<file path="config.mk">
export PLATFORM = sky130hd
export DESIGN_NAME = refr_timer_top
export DESIGN_NICKNAME = d
export VERILOG_FILES = /design/src/rtl/refr_pkg.sv /design/src/rtl/refr_datapath.sv /design/src/rtl/refr_control.sv /design/src/rtl/refr_timer_top.sv
export SDC_FILE = /design/constraint.sdc
export NUM_CORES = 1
export LEC_CHECK = 0
export BUFFER_PORTS_ARGS = -buffer_cell sky130_fd_sc_hd__buf_4
export CELL_PAD_IN_SITES_DETAIL_PLACEMENT = 1
export CELL_PAD_IN_SITES_GLOBAL_PLACEMENT = 1
export CORE_UTILIZATION = 45
export DETAILED_ROUTE_END_ITERATION = 8
export GPL_TIMING_DRIVEN = 0
export PLACE_DENSITY_LB_ADDON = 0.1
export SLEW_MARGIN = 30
export SYNTH_ARGS = -nofsm -noshare
export SYNTH_HDL_FRONTEND = slang
export SYNTH_SLANG_ARGS = --single-unit
</file>
<file path="constraint.sdc">
create_clock -name clk -period 3.6 [get_ports clk]
set_input_delay 0.54 -clock clk [delete_from_list [all_inputs] [get_ports clk]]
set_output_delay 0.54 -clock clk [all_outputs]
set_load 0.02 [all_outputs]
</file>
<file path="src/rtl/refr_pkg.sv">
package refr_pkg;

  localparam int CNT_BITS = 8;
  localparam int SEL_BITS = 3;
  localparam int PRE_BITS = 12;

  // log2 of the division ratio for a nonzero select code
  function automatic int divExp(input int code);
    if (code >= 7) return 12;
    return 2 * code - 1;
  endfunction

  typedef struct packed {
    logic tick;
    logic match;
  } refr_evt_t;

  typedef enum logic [2:0] {
    ST_IDLE = 3'd0,
    ST_WAIT = 3'd1,
    ST_CAS  = 3'd2,
    ST_RAS1 = 3'd3,
    ST_RAS2 = 3'd4,
    ST_PRE  = 3'd5
  } refr_state_t;

endpackage

</file>
<file path="src/rtl/refr_datapath.sv">
module refr_datapath
  import refr_pkg::*;
#(
  parameter int CNT_W = CNT_BITS,
  parameter int SEL_W = SEL_BITS,
  parameter int PRE_W = PRE_BITS
) (
  input  logic             clk,
  input  logic             rstN,
  input  logic             cntWrEn,
  input  logic [CNT_W-1:0] cntWrData,
  input  logic             cmpWrEn,
  input  logic [CNT_W-1:0] cmpWrData,
  input  logic             selWrEn,
  input  logic [SEL_W-1:0] selWrData,
  input  logic             enWrEn,
  input  logic             enWrData,
  output logic [CNT_W-1:0] cntValue,
  output logic [SEL_W-1:0] selCode,
  output logic             enFlag,
  output refr_evt_t        evt
);

  localparam int NUM_CODES = 1 << SEL_W;

  logic [PRE_W-1:0]     preCnt;
  logic [CNT_W-1:0]     cmpReg;
  logic [NUM_CODES-1:0] tickVec;
  logic                 tick;
  logic                 hit;

  // free-running prescaler
  always_ff @(posedge clk or negedge rstN) begin
    if (!rstN) preCnt <= '0;
    else       preCnt <= preCnt + PRE_W'(1);
  end

  assign tickVec[0] = 1'b0;
  generate
    for (genvar c = 1; c < NUM_CODES; c++) begin : g_tap
      localparam int E = divExp(c);
      localparam logic [PRE_W-1:0] MASK = PRE_W'((64'd1 << E) - 64'd1);
      assign tickVec[c] = ((preCnt & MASK) == MASK);
    end
  endgenerate

  assign tick = tickVec[selCode];
  assign hit  = tick && !cntWrEn && (cntValue == cmpReg);

  always_ff @(posedge clk or negedge rstN) begin
    if (!rstN) begin
      cmpReg  <= '1;
      selCode <= '0;
      enFlag  <= 1'b0;
    end else begin
      if (cmpWrEn) cmpReg  <= cmpWrData;
      if (selWrEn) selCode <= selWrData;
      if (enWrEn)  enFlag  <= enWrData;
    end
  end

  always_ff @(posedge clk or negedge rstN) begin
    if (!rstN)        cntValue <= '0;
    else if (cntWrEn) cntValue <= cntWrData;
    else if (tick) begin
      if (cntValue == cmpReg) cntValue <= '0;
      else                    cntValue <= cntValue + CNT_W'(1);
    end
  end

  assign evt.tick  = tick;
  assign evt.match = hit;

endmodule

</file>
<file path="src/rtl/refr_control.sv">
module refr_control
  import refr_pkg::*;
(
  input  logic      clk,
  input  logic      rstN,
  input  refr_evt_t evt,
  input  logic      enFlag,
  input  logic      busGrant,
  output logic      busReq,
  output logic      rasN,
  output logic      casN
);

  refr_state_t state, nextState;

  always_comb begin
    nextState = state;
    unique case (state)
      ST_IDLE: if (evt.match && enFlag) nextState = ST_WAIT;
      ST_WAIT: if (busGrant)            nextState = ST_CAS;
      ST_CAS:                           nextState = ST_RAS1;
      ST_RAS1:                          nextState = ST_RAS2;
      ST_RAS2:                          nextState = ST_PRE;
      ST_PRE:                           nextState = ST_IDLE;
      default:                          nextState = ST_IDLE;
    endcase
  end

  always_ff @(posedge clk or negedge rstN) begin
    if (!rstN) state <= ST_IDLE;
    else       state <= nextState;
  end

  assign busReq = (state != ST_IDLE);
  assign casN   = !(state inside {ST_CAS, ST_RAS1, ST_RAS2});
  assign rasN   = !(state inside {ST_RAS1, ST_RAS2});

endmodule

</file>
<file path="src/rtl/refr_timer_top.sv">
module refr_timer_top
  import refr_pkg::*;
#(
  parameter int CNT_W = CNT_BITS,
  parameter int SEL_W = SEL_BITS,
  parameter int PRE_W = PRE_BITS
) (
  input  logic             clk,
  input  logic             rstN,
  input  logic             cntWrEn,
  input  logic [CNT_W-1:0] cntWrData,
  input  logic             cmpWrEn,
  input  logic [CNT_W-1:0] cmpWrData,
  input  logic             selWrEn,
  input  logic [SEL_W-1:0] selWrData,
  input  logic             enWrEn,
  input  logic             enWrData,
  input  logic             busGrant,
  output logic             busReq,
  output logic             rasN,
  output logic             casN,
  output logic [CNT_W-1:0] cntValue
);

  refr_evt_t        evt;
  logic             enFlag;
  logic [SEL_W-1:0] selCode;

  refr_datapath #(.CNT_W(CNT_W), .SEL_W(SEL_W), .PRE_W(PRE_W)) u_dp (
    .clk(clk), .rstN(rstN),
    .cntWrEn(cntWrEn), .cntWrData(cntWrData),
    .cmpWrEn(cmpWrEn), .cmpWrData(cmpWrData),
    .selWrEn(selWrEn), .selWrData(selWrData),
    .enWrEn(enWrEn), .enWrData(enWrData),
    .cntValue(cntValue), .selCode(selCode), .enFlag(enFlag), .evt(evt)
  );

  refr_control u_ctl (
    .clk(clk), .rstN(rstN), .evt(evt), .enFlag(enFlag),
    .busGrant(busGrant), .busReq(busReq), .rasN(rasN), .casN(casN)
  );

endmodule

</file>
==> results.md <==
- CTS H-tree depth: 2
- Largest net degree at the start of global routing: 36
- Yosys warns: 0
- Clock skew: between 0.009 and 0.01 ns
- Reg2reg path depth: 10
- Via density: 5.68
- Reg-to-Reg End: u_dp.cntValue[5]$_DFFE_PN0P_
- Type of origin of the critical path: flip-flop
- Post-synthesis sequential area ratio: 48.5%
- Detailed Route Iter0 Violations: 72
- Maximum clock frequency: between 400 and 500 MHz
- Top post-synthesis cells by area: dfrtp_1 37%, dfstp_2 12%, mux2_2 7.4%
- EDFF count, synth: 0
- PD cells: 499 mW/mm²
- Worst Path Class, Setup: reg -> reg
- Crit path time final: roughly 2.5 ns
- Syn_area_per_cell: about 11 µm²
- GPL Wtd Cong: roughly 0.79
- Post-CTS Resized: 0
- R2r setup slk: ~1.1 ns
- DP Worst Slack: roughly 1.2 ns
- Final hold vios: 0
- Setup TNS: 0 ns
- Synth Cell Area: between 0.0015 and 0.002 mm²
- HP Class: in -> async
- Grt ovf: 0
- Final Non-Filler Cells: about 260
- RR Startpoint: u_dp.preCnt[0]$_DFF_PN0_
- Final setup violation count: 0
- Total GRT Usage: between 20% and 30%
- Clk_lat worst skew: 0.29 ns
- Via count: 1455
- Distinct cell type count after synthesis: 44
- Fin crit share: 68.3%
- Post-synthesis register bit count: 35
- Post-Route Utilization: between 60% and 70%
- Max cap viols: 0
- Clk slew on worst S/H paths: roughly 0.080 ns
- DRC: 0
- Syn_nets: around 200
- Hold_ws: 0.192 ns
- Core ar.: 0.00377 mm²
- Dominant cell type by area after synthesis: dfrtp_1
- Crit. End Element: flip-flop
- Setup bufs post-CTS: 0
- Crit path max fanout: 10
- # IOs: 38
- WL/cell: 17.5 µm
- Initial Utilization: between 40% and 50%
- Area Overhead vs Synth: 25.4%
- Final Cell Area: around 0.0023 mm²
- Post-synth top area share: ~37%
- Asr flop ratio synth: 100%
- First-pass GRT wire length: roughly 7.6 mm
- Antenna violation net count after detailed routing: 0
- DPL Wire Length: roughly 3.2 mm
- Share of layout cells above drive strength 1: roughly a third
- Die X: between 60 and 70 µm
- Slew Limit Fails: 0
- Num CTS Buffers: 5
- CTS tree: built
- First drt pass iteration count: 4
- Critical path arrival: 2.65 ns
- Die H: 65.7 µm
- Vias in the first global route: approximately 1600
- Overall die area: ~0.0043 mm²
- Filler cell count: 407
- Cell area after placement: approximately 0.0022 mm²
- Placed cell count: approximately 250
- I/O Buffers: 36
- Dominant register cell in the synthesized netlist: dfrtp_1
- Clock Tree Buf Depth: 2
- Worst rel slew slack: roughly 70%
- # clock sinks: 35
- RSZ-0062 raised after global routing: false
- Critical path startpoint: u_dp.preCnt[0]$_DFF_PN0_
- Diodes inserted: 0
- Cts hold-fix bufs: 0
- Layout Nets: 239
- Critical path required time: approximately 3.8 ns
- Peak VDD IR: 0.327 mV
- Synth Instances: 164
- Overall Power: roughly 1.1 mW
- PnR worst setup slack: about 1.1 ns
- Worst-Margin Slew: 0.453 ns
- Rows: 22
- Leak: around 1.1 nW
- Number of antenna violations at the first check in global routing: 0
- Routed WL: roughly 4.5 mm
- Root Driver: clkbuf_8
- Outcome: finished clean
==> flip-flops by register name, indices dropped and copies added, names as in the netlist <==
| register | cells |
|---|---|
| u_dp.preCnt | 12 |
| u_dp.cmpReg | 8 |
| u_dp.cntValue | 8 |
| u_ctl.state | 3 |
| u_dp.selCode | 3 |
| u_dp.enFlag | 1 |
==> routing by layer <==
| metal | track usage [%] | share of wire (%) |
|---|---|---|
| met5 | 0 | 0 |
| met4 | 9.51 | 1.5 |
| met3 | 5.56 | 3.9 |
| met2 | 42.5 | 53 |
| met1 | 28.3 | 42 |
==> area by class of cell <==
| cell class | instances | area [µm²] | area share (%) |
|---|---|---|---|
| Sequential cell | 35 | 886 | 38.7 |
| Clock inverter | 2 | 60.1 | 2.62 |
| Multi-Input combinational cell | 121 | 893 | 39.0 |
| Tap cell | 48 | 60.1 | 2.62 |
| Timing Repair Buffer | 36 | 270 | 11.8 |
| Buffer | 4 | 31.3 | 1.37 |
| Inverter | 4 | 15.0 | 0.656 |
| Clock buffer | 6 | 72.6 | 3.17 |
==> layout by cell type, fill, tap and decap left out, types with 3 or more instances in the layout <==
master / count
a221o_1: 3
dfrtp_1: 27
nand4_1: 3
inv_1: 4
ha_1: 5
nand3_1: 5
xnor2_1: 5
nand2_1: 17
nor2b_1: 4
and3_1: 5
xor2_1: 10
buf_4: 36
nor2_1: 8
dfstp_2: 8
a21oi_1: 6
mux2_2: 12
o21ai_1: 3
clkbuf_8: 5
==> cell usage after synthesis (2+ instances only) <==
| cell | n |
|---|---|
| a21oi_1 | 6 |
| a221o_1 | 3 |
| a31o_1 | 2 |
| and2_1 | 2 |
| and3_1 | 5 |
| and3_2 | 2 |
| buf_6 | 2 |
| dfrtp_1 | 27 |
| dfstp_2 | 8 |
| ha_1 | 5 |
| inv_1 | 4 |
| mux2_2 | 12 |
| nand2_1 | 17 |
| nand2b_1 | 2 |
| nand3_1 | 5 |
| nand4_1 | 3 |
| nand4b_1 | 2 |
| nor2_1 | 8 |
| nor2b_1 | 4 |
| nor4_1 | 2 |
| o211ai_1 | 2 |
| o21ai_1 | 3 |
| o21bai_1 | 2 |
| o31a_1 | 2 |
| o31ai_1 | 2 |
| xnor2_1 | 5 |
| xor2_1 | 10 |
==> cell families (layout without fill, tap and decap cells) <==
logic type      after synthesis  in the layout  share of synthesized area [%]
buf+inv                       8             52                           2.54
flops                        35             35                           48.5
fa+ha+maj                     5              5                           3.43
simple gates                 61             61                           18.6
compound gates               27             27                           11.7
xor+xnor                     15             15                           7.20
mux                          13             13                           8.02
==> how the worst max path moves through the flow <==
stage,depth (start not counted),slack (ns),to
after floorplan,9,1.40,u_dp.cntValue[2]$_DFFE_PN0P_
after global placement,10,1.24,u_dp.cntValue[5]$_DFFE_PN0P_
after detailed placement,10,1.19,u_dp.cntValue[5]$_DFFE_PN0P_
after CTS,10,1.13,u_dp.cntValue[5]$_DFFE_PN0P_
after global routing,10,0.97,u_dp.cntValue[5]$_DFFE_PN0P_
final,10,1.14,u_dp.cntValue[5]$_DFFE_PN0P_
==> report_power, final <==
group          switching (mW)  leakage [nW]  internal (mW)
clock                   0.145        0.0654          0.277
sequential             0.0492         0.421          0.435
combinational           0.117         0.565          0.120
==> critical path, stage by stage, from the launching register on <==
cell and delay (ns):
dfrtp_1 0.44, ha_1 0.24, and3_2 0.26, and2_1 0.14
ha_1 0.16, nand2_1 0.06, o21ai_0 0.31, o221ai_4 0.19
buf_6 0.18, o21bai_1 0.16, a31o_1 0.21
(Power assumes the default switching activity.)
